### src/rtl/wkf_pkg.sv
package wkf_pkg;
  localparam int NUM_FILT = 4;
  localparam int MASK_W   = 31;
  localparam int OFF_W    = 8;
  localparam int CRC_W    = 16;
  localparam int DW       = 32;
  localparam int POS_W    = 11;
  localparam int MIN_OFF  = 13;
  localparam logic [CRC_W-1:0] CRC_POLY_REV = 16'hA001;
  localparam logic [CRC_W-1:0] CRC_INIT     = 16'hFFFF;

  typedef struct packed {
    logic              en;
    logic [OFF_W-1:0]  off;
    logic [MASK_W-1:0] mask;
    logic [CRC_W-1:0]  crc;
  } filt_cfg_t;

  function automatic logic [CRC_W-1:0] crc16_byte(input logic [CRC_W-1:0] c_in,
                                                  input logic [7:0] d);
    logic [CRC_W-1:0] c;
    c = c_in;
    for (int b = 0; b < 8; b++) begin
      if (c[0] ^ d[b]) c = (c >> 1) ^ CRC_POLY_REV;
      else             c = c >> 1;
    end
    return c;
  endfunction
endpackage

### src/rtl/wkf_cfg_regs.sv
module wkf_cfg_regs
  import wkf_pkg::*;
#(
  parameter int N_FILT = NUM_FILT,
  parameter int W_DATA = DW
) (
  input  logic              clk_i,
  input  logic              rst_ni,
  input  logic              cfg_rst_i,
  input  logic              cfg_wr_i,
  input  logic [W_DATA-1:0] cfg_wdata_i,
  output filt_cfg_t         cfg_o [N_FILT]
);
  localparam int CMD_IDX = N_FILT;
  localparam int OFF_IDX = N_FILT + 1;
  localparam int CRC_IDX = N_FILT + 2;
  localparam int NUM_WR  = N_FILT + 2 + N_FILT / 2;
  localparam int PTR_W   = $clog2(NUM_WR);
  localparam logic [PTR_W-1:0] LAST = PTR_W'(NUM_WR - 1);

  logic [PTR_W-1:0]  ptr_q;
  logic [W_DATA-1:0] words_q [NUM_WR];

  always_ff @(posedge clk_i or negedge rst_ni) begin
    if (!rst_ni) begin
      ptr_q <= '0;
      for (int k = 0; k < NUM_WR; k++) words_q[k] <= '0;
    end else if (cfg_rst_i) begin
      ptr_q <= '0;
    end else if (cfg_wr_i) begin
      words_q[ptr_q] <= cfg_wdata_i;
      ptr_q          <= (ptr_q == LAST) ? '0 : ptr_q + 1'b1;
    end
  end

  for (genvar i = 0; i < N_FILT; i++) begin : g_dec
    assign cfg_o[i].mask = words_q[i][MASK_W-1:0];
    assign cfg_o[i].en   = words_q[CMD_IDX][8*i];
    assign cfg_o[i].off  = words_q[OFF_IDX][8*i +: OFF_W];
    assign cfg_o[i].crc  = words_q[CRC_IDX + i/2][CRC_W*(i%2) +: CRC_W];
  end

  assert_ptr_wrap_R1: assert property (@(posedge clk_i) disable iff (!rst_ni)
    cfg_wr_i && !cfg_rst_i && ptr_q == LAST |=> ptr_q == '0);
  assert_ptr_clr_R1: assert property (@(posedge clk_i) disable iff (!rst_ni)
    cfg_rst_i |=> ptr_q == '0);
endmodule

### src/rtl/wkf_filter_lane.sv
module wkf_filter_lane
  import wkf_pkg::*;
#(
  parameter int W_POS   = POS_W,
  parameter int W_MASK  = MASK_W,
  parameter int OFF_MIN = MIN_OFF
) (
  input  logic             clk_i,
  input  logic             rst_ni,
  input  filt_cfg_t        cfg_i,
  input  logic             sof_i,
  input  logic             byte_vld_i,
  input  logic [7:0]       byte_i,
  input  logic [W_POS-1:0] pos_i,
  output logic             hit_o
);
  localparam int IDX_W = $clog2(W_MASK);

  logic [W_POS-1:0] off_ext, diff;
  logic [IDX_W-1:0] idx, hi_idx;
  logic             in_win, sel, last;
  logic [CRC_W-1:0] crc_q;
  logic             seen_q;

  assign off_ext = W_POS'(cfg_i.off);
  assign diff    = pos_i - off_ext;
  assign in_win  = (pos_i >= off_ext) && (diff < W_POS'(W_MASK));
  assign idx     = diff[IDX_W-1:0];
  assign sel     = byte_vld_i && in_win && cfg_i.mask[idx];
  assign last    = sel && (idx == hi_idx);

  always_comb begin
    hi_idx = '0;
    for (int k = 0; k < W_MASK; k++)
      if (cfg_i.mask[k]) hi_idx = IDX_W'(k);
  end

  always_ff @(posedge clk_i or negedge rst_ni) begin
    if (!rst_ni) begin
      crc_q  <= CRC_INIT;
      seen_q <= 1'b0;
    end else if (sof_i) begin
      crc_q  <= CRC_INIT;
      seen_q <= 1'b0;
    end else if (sel) begin
      crc_q <= crc16_byte(crc_q, byte_i);
      if (last) seen_q <= 1'b1;
    end
  end

  // legal start, non-empty mask, last chosen byte seen, CRC equal
  assign hit_o = cfg_i.en && (cfg_i.off >= OFF_W'(OFF_MIN)) && (|cfg_i.mask)
                 && seen_q && (crc_q == cfg_i.crc);

  assert_crc_hold_R2: assert property (@(posedge clk_i) disable iff (!rst_ni)
    byte_vld_i && !sel && !sof_i |=> $stable(crc_q));
  assert_crc_init_R3: assert property (@(posedge clk_i) disable iff (!rst_ni)
    sof_i |=> crc_q == CRC_INIT && !seen_q);
endmodule

### src/rtl/wkf_wake_ctrl.sv
module wkf_wake_ctrl (
  input  logic       clk_i,
  input  logic       rst_ni,
  input  logic       ctl_wr_i,
  input  logic [3:0] ctl_wdata_i,
  input  logic       pwr_d1_i,
  input  logic       eof_i,
  input  logic       addr_pass_i,
  input  logic       any_hit_i,
  output logic       wake_rcvd_o,
  output logic       irq_o,
  output logic       pme_o,
  output logic       rx_fwd_o
);
  logic en_q, irq_sel_q, pme_sel_q, sts_q;
  logic det_active, set_evt, clr_evt;

  assign det_active = en_q | pwr_d1_i;
  assign set_evt    = det_active & eof_i & addr_pass_i & any_hit_i;
  assign clr_evt    = ctl_wr_i & ctl_wdata_i[3];

  always_ff @(posedge clk_i or negedge rst_ni) begin
    if (!rst_ni) begin
      en_q      <= 1'b0;
      irq_sel_q <= 1'b0;
      pme_sel_q <= 1'b0;
      sts_q     <= 1'b0;
    end else begin
      if (ctl_wr_i) {pme_sel_q, irq_sel_q, en_q} <= ctl_wdata_i[2:0];
      sts_q <= set_evt | (sts_q & ~clr_evt);
    end
  end

  assign wake_rcvd_o = sts_q;
  assign irq_o       = sts_q & irq_sel_q;
  assign pme_o       = sts_q & pme_sel_q;
  assign rx_fwd_o    = ~det_active;

  assert_sts_sticky_R9: assert property (@(posedge clk_i) disable iff (!rst_ni)
    sts_q && !(ctl_wr_i && ctl_wdata_i[3]) |=> sts_q);
  assert_sts_clear_R9: assert property (@(posedge clk_i) disable iff (!rst_ni)
    ctl_wr_i && ctl_wdata_i[3] && !eof_i |=> !wake_rcvd_o);
  assert_idle_no_set_R7: assert property (@(posedge clk_i) disable iff (!rst_ni)
    !en_q && !pwr_d1_i && !sts_q |=> !sts_q);
  assert_addr_gate_R5: assert property (@(posedge clk_i) disable iff (!rst_ni)
    eof_i && !addr_pass_i && !sts_q |=> !sts_q);
  assert_fwd_off_R8: assert property (@(posedge clk_i) disable iff (!rst_ni)
    ctl_wr_i && ctl_wdata_i[0] |=> !rx_fwd_o);
endmodule

### src/rtl/wkf_pattern_filter.sv
module wkf_pattern_filter
  import wkf_pkg::*;
#(
  parameter int N_FILT = NUM_FILT,
  parameter int W_POS  = POS_W
) (
  input  logic          clk_i,
  input  logic          rst_ni,
  input  logic          cfg_rst_i,
  input  logic          cfg_wr_i,
  input  logic [DW-1:0] cfg_wdata_i,
  input  logic          ctl_wr_i,
  input  logic [3:0]    ctl_wdata_i,
  input  logic          pwr_d1_i,
  input  logic          sof_i,
  input  logic          byte_vld_i,
  input  logic [7:0]    byte_i,
  input  logic          eof_i,
  input  logic          addr_pass_i,
  output logic          wake_rcvd_o,
  output logic          irq_o,
  output logic          pme_o,
  output logic          rx_fwd_o
);
  filt_cfg_t        cfg [N_FILT];
  logic [N_FILT-1:0] hit;
  logic [W_POS-1:0]  pos_q;

  // position of the byte presented this cycle; saturates on long frames
  always_ff @(posedge clk_i or negedge rst_ni) begin
    if (!rst_ni)                        pos_q <= '0;
    else if (sof_i)                     pos_q <= '0;
    else if (byte_vld_i && pos_q != '1) pos_q <= pos_q + 1'b1;
  end

  wkf_cfg_regs #(.N_FILT(N_FILT), .W_DATA(DW)) u_cfg (
    .clk_i       (clk_i),
    .rst_ni      (rst_ni),
    .cfg_rst_i   (cfg_rst_i),
    .cfg_wr_i    (cfg_wr_i),
    .cfg_wdata_i (cfg_wdata_i),
    .cfg_o       (cfg)
  );

  for (genvar i = 0; i < N_FILT; i++) begin : g_lane
    wkf_filter_lane #(.W_POS(W_POS), .W_MASK(MASK_W), .OFF_MIN(MIN_OFF)) u_lane (
      .clk_i      (clk_i),
      .rst_ni     (rst_ni),
      .cfg_i      (cfg[i]),
      .sof_i      (sof_i),
      .byte_vld_i (byte_vld_i),
      .byte_i     (byte_i),
      .pos_i      (pos_q),
      .hit_o      (hit[i])
    );
  end

  wkf_wake_ctrl u_ctrl (
    .clk_i       (clk_i),
    .rst_ni      (rst_ni),
    .ctl_wr_i    (ctl_wr_i),
    .ctl_wdata_i (ctl_wdata_i),
    .pwr_d1_i    (pwr_d1_i),
    .eof_i       (eof_i),
    .addr_pass_i (addr_pass_i),
    .any_hit_i   (|hit),
    .wake_rcvd_o (wake_rcvd_o),
    .irq_o       (irq_o),
    .pme_o       (pme_o),
    .rx_fwd_o    (rx_fwd_o)
  );

  assert_pos_start_R2: assert property (@(posedge clk_i) disable iff (!rst_ni)
    sof_i |=> pos_q == '0);
endmodule

### config.mk
export PLATFORM = sky130hd
export DESIGN_NAME = wkf_pattern_filter
export DESIGN_NICKNAME = d
export VERILOG_FILES = /design/src/rtl/wkf_pkg.sv /design/src/rtl/wkf_cfg_regs.sv /design/src/rtl/wkf_filter_lane.sv /design/src/rtl/wkf_wake_ctrl.sv /design/src/rtl/wkf_pattern_filter.sv
export SDC_FILE = /design/constraint.sdc
export NUM_CORES = 1
export LEC_CHECK = 0
export BUFFER_PORTS_ARGS = -buffer_cell sky130_fd_sc_hd__clkbuf_2
export CORE_ASPECT_RATIO = 2
export CORE_MARGIN = 5
export CORE_UTILIZATION = 62
export DETAILED_ROUTE_END_ITERATION = 12
export PLACE_DENSITY = 0.77
export RECOVER_POWER = 50
export SYNTH_ARGS = -nofsm -noshare
export SYNTH_HDL_FRONTEND = slang
export SYNTH_SLANG_ARGS = --single-unit
### constraint.sdc
create_clock -name clk_i -period 5.1 [get_ports clk_i]
set_input_delay 1.275 -clock clk_i [delete_from_list [all_inputs] [get_ports clk_i]]
set_output_delay 1.275 -clock clk_i [all_outputs]
set_load 0.02 [all_outputs]
==> summary.md <==
| Metric | Value |
|---|---|
| Outcome | `finished with violations` |
| Violated checks | `max-capacitance violations, max-slew violations` |
| Number of core rows | `87` |
| Number of pins with negative max-slew slack in the final report | `174` |
| Share of the yosys chip area belonging to registers | `0.442` |
| Worst slew margin relative to its limit | `-0.942` |
| Highest clock rate | `0.268 GHz` |
| Final setup slack of the worst path | `1.36 ns` |
| Period utilization | `0.732` |
| Most common flop cell mapped by yosys | `sky130_fd_sc_hd__dfrtp_1` |
| Vias | `13.3k` |
| TritonCTS clock tree | `built` |
| Fraction of layout instances using a drive strength above 1 | `0.254` |
| Setup violations, final | `0` |
| Post-Syn Area | `17700 um^2` |
| Total instance count after detailed placement | `1989` |
| Post CTS Setup Buffer Count | `0` |
| Num CTS Buffers | `29` |
| Fill cell count | `2157` |
| Post-synthesis cell count | `1618` |
| Post-Synthesis Net Count | `1711` |
| Die Footprint | `32300 um^2` |
| Biggest cell delay along the critical path | `0.60 ns` |
| First-pass GRT wire length | `79700 um` |
| Most frequent cells in the layout | `sky130_fd_sc_hd__dfrtp_1, sky130_fd_sc_hd__mux2_2, sky130_fd_sc_hd__nor2_1` |
| Starting density of the core | `0.628` |
| Initial DRC Count | `835` |
| Leading area contributor after synthesis | `sky130_fd_sc_hd__dfrtp_1` |
| Final Hold Fails | `0` |
| Maximum level of the CTS H-tree | `1` |
| Clock-pin slew on the worst setup and hold paths | `0.06 ns` |
| Leakage power figure | `8.47 nW` |
| Distinct cell type count after synthesis | `71` |
| Total power after layout | `6.80 mW` |
| Number of storage elements in the synthesis netlist | `310` |
| Max-cap violations | `3` |
| Min-Delay Path Depth | `2` |
| Required time of the critical path | `5.57 ns` |
| Hold buffer count at cts | `0` |
| Clock network latency to the later pin of the worst-skew pair | `0.56 ns` |
| Logic depth of the worst setup path including buffers | `12` |
| Endpoint type of the worst setup path | `flip-flop` |
| Num Clock Sinks | `310` |
| Worst Setup Slack post-DPL | `1.46 ns` |
| Largest net degree at the start of global routing | `110` |
| Actual slew at the worst max-slew pin | `2.91 ns` |
| Proportion of register bits with asynchronous set or reset after synthesis | `1.00` |
| Minimum period implied by the final worst setup slack | `3.74 ns` |
| Global Route Usage Sum | `0.326` |
| Kind of cell with the highest combined delay on the critical path | `compound AO/OA/AOI/OAI gates` |
| Cell Chain, Critical Path | `inv_1, ha_1, inv_1, fa_1, a211oi_1, o21ai_0, a311oi_1, xnor2_1, a31oi_2, nor2_4, and2_1, o21ai_0` |
| Post-DRT Antenna Nets | `0` |
| Most common library cell in the layout ignoring fill and taps | `sky130_fd_sc_hd__dfrtp_1` |
| Final layout net count | `1757` |
| Unrepaired setup endpoints after global routing | `false` |
| Detailed placement HPWL | `37400 um` |
| Number of flops mapped to enable cells by yosys | `0` |
| DR vias/cell | `6.50` |
| Root buffer cell | `sky130_fd_sc_hd__clkbuf_16` |
| DRT Wirelength | `51900 um` |
| Clock buffer depth | `3` |
| Final setup skew | `0.0108 ns` |
| Synthesis-to-finish area growth | `8.76%` |
| Standard cell core area | `28200 um^2` |
| Post-cts sizing count | `0` |
| Average size of a mapped cell | `10.9 um^2` |
| Number of global-route vias before repair | `13.8k` |
| Global route overflow | `0` |
| Total Neg Setup Slack | `0 ns` |
| Final design utilization | `0.683` |
| Worst Reg-to-Reg Cells | `12` |
| Data arrival at the endpoint of the critical path | `4.21 ns` |
| VDD IR-drop max | `0.321 mV` |
| Count of buffers from port buffering | `57` |
| Post-DR wirelength/cell | `25.4 um` |
| Boundary Pins | `58` |
| Kind of critical path | `reg2reg` |
| Tightest Hold Check Type | `reg2reg` |
| Iteration count of the initial detailed-routing pass | `5` |
| Routability Congestion | `0.989` |
| Share of the synthesized area in the top cell type | `0.348` |
| Max Fanout on Critical Path | `22` |
| Final cell area excluding filler cells | `19300 um^2` |
| Total cell area at the placement stage | `18300 um^2` |
| Critical Path Source Type | `flip-flop` |
| Fin cells | `2043` |
| Cell area power density | `353 nW/um^2` |
| # DRC | `0` |
| Die X-Extent | `130 um` |
| Leading post-synthesis cells by cell area | `sky130_fd_sc_hd__dfrtp_1, sky130_fd_sc_hd__mux2_2, sky130_fd_sc_hd__dfstp_2` |
| Standard cell with the maximum stage delay on the critical path | `sky130_fd_sc_hd__a31oi_2` |
| Die height | `249 um` |
| Ys Warns | `0` |
| Smallest hold slack | `0.501 ns` |
| Number of buffer and inverter stages on the critical path | `2` |
| Antenna violations before repair | `0` |
==> metal layers <==
layer | routed length, um | global-route usage | vias up
li1 | - | - | 5902
met1 | 17300 | 0.358 | 6673
met2 | 27400 | 0.573 | 505
met3 | 2730 | 0.0384 | 196
met4 | 4400 | 0.224 | 0
met5 | 0 | 0 | -
==> synth_stat cells, types with 4 or more instances <==
cell type and instances:
sky130_fd_sc_hd__nor2_1 154, sky130_fd_sc_hd__o21ai_0 75, sky130_fd_sc_hd__mux2_2 201, sky130_fd_sc_hd__xor2_1 69, sky130_fd_sc_hd__ha_1 35, sky130_fd_sc_hd__buf_1 10
sky130_fd_sc_hd__o21a_1 4, sky130_fd_sc_hd__clkbuf_1 34, sky130_fd_sc_hd__dfstp_2 64, sky130_fd_sc_hd__o31ai_1 6, sky130_fd_sc_hd__and3_1 10, sky130_fd_sc_hd__buf_2 8
sky130_fd_sc_hd__xnor2_1 136, sky130_fd_sc_hd__mux2i_1 43, sky130_fd_sc_hd__nand2_1 75, sky130_fd_sc_hd__and2_1 5, sky130_fd_sc_hd__mux4_2 27, sky130_fd_sc_hd__nor3b_1 4
sky130_fd_sc_hd__or3_1 4, sky130_fd_sc_hd__nand2b_1 11, sky130_fd_sc_hd__a2111oi_0 6, sky130_fd_sc_hd__o211ai_1 6, sky130_fd_sc_hd__fa_1 4, sky130_fd_sc_hd__a31oi_1 19
sky130_fd_sc_hd__or4_1 5, sky130_fd_sc_hd__nand4_1 16, sky130_fd_sc_hd__or2_2 5, sky130_fd_sc_hd__a21oi_1 47, sky130_fd_sc_hd__nor4_1 34, sky130_fd_sc_hd__o2111ai_1 5
sky130_fd_sc_hd__buf_6 4, sky130_fd_sc_hd__mux4_1 4, sky130_fd_sc_hd__dfrtp_1 246, sky130_fd_sc_hd__nand3_1 40, sky130_fd_sc_hd__a21oi_2 4, sky130_fd_sc_hd__nand3b_1 9
sky130_fd_sc_hd__nor3_1 49, sky130_fd_sc_hd__o311ai_0 9, sky130_fd_sc_hd__a21o_1 8, sky130_fd_sc_hd__a211oi_1 6, sky130_fd_sc_hd__o41ai_1 5, sky130_fd_sc_hd__nor2b_1 13
sky130_fd_sc_hd__inv_1 58
==> flip-flops by register name, summed over array words and instances, names as in the netlist <==
name,flops
g_lane.u_lane.crc_q,64
g_lane.u_lane.seen_q,4
pos_q,11
u_cfg.cfg_o,224
u_cfg.ptr_q,3
u_ctrl.en_q,1
u_ctrl.irq_sel_q,1
u_ctrl.pme_sel_q,1
u_ctrl.wake_rcvd_o,1
==> worst paths after layout <==
path | endpoint | slack [ns] | from
max | g_lane[0].u_lane.crc_q[15]$_DFFE_PN1P_ | 1.36 | pos_q[0]$_DFFE_PN0P_
min | g_lane[0].u_lane.crc_q[3]$_DFFE_PN1P_ | 0.50 | g_lane[0].u_lane.crc_q[11]$_DFFE_PN1P_
max reg2reg | g_lane[0].u_lane.crc_q[15]$_DFFE_PN1P_ | 1.36 | pos_q[0]$_DFFE_PN0P_
min reg2reg | g_lane[0].u_lane.crc_q[3]$_DFFE_PN1P_ | 0.50 | g_lane[0].u_lane.crc_q[11]$_DFFE_PN1P_
max in group asynchronous | u_cfg.cfg_o[150]$_DFFE_PN0P_ | 1.40 | rst_ni
min in group asynchronous | u_cfg.cfg_o[170]$_DFFE_PN0P_ | 1.62 | rst_ni
==> where the power goes <==
| part | internal, mW | switching (mW) |
|---|---|---|
| Combinational | 0.720 | 0.759 |
| Clock | 1.22 | 0.958 |
| Sequential | 2.75 | 0.399 |
==> worst min-delay path, cell delays in order (launching register included) <==
cell                      delay, ns
sky130_fd_sc_hd__dfstp_2       0.38
sky130_fd_sc_hd__nand2_1       0.05
sky130_fd_sc_hd__nand3_1       0.07
==> area by class of cell <==
type	count	area (um^2)	share of cell area
antenna	1	2.50	0.000130
clock inverter	9	72.6	0.00377
tap	356	445	0.0231
sequential	310	7840	0.407
clock buffer	44	865	0.0449
inverter	59	221	0.0115
timing repair buffer	72	409	0.0212
multi-input combinational	1192	9410	0.489
==> logic make-up after synthesis <==
kind of cell | after synthesis | share of synthesized area
compound gates | 230 | 0.0849
xor+xnor | 208 | 0.104
fa+ha+maj | 39 | 0.0292
buf+inv | 116 | 0.0271
flops | 310 | 0.442
mux | 275 | 0.192
simple gates | 440 | 0.120
Note: power is estimated with default switching activity, not from simulation.
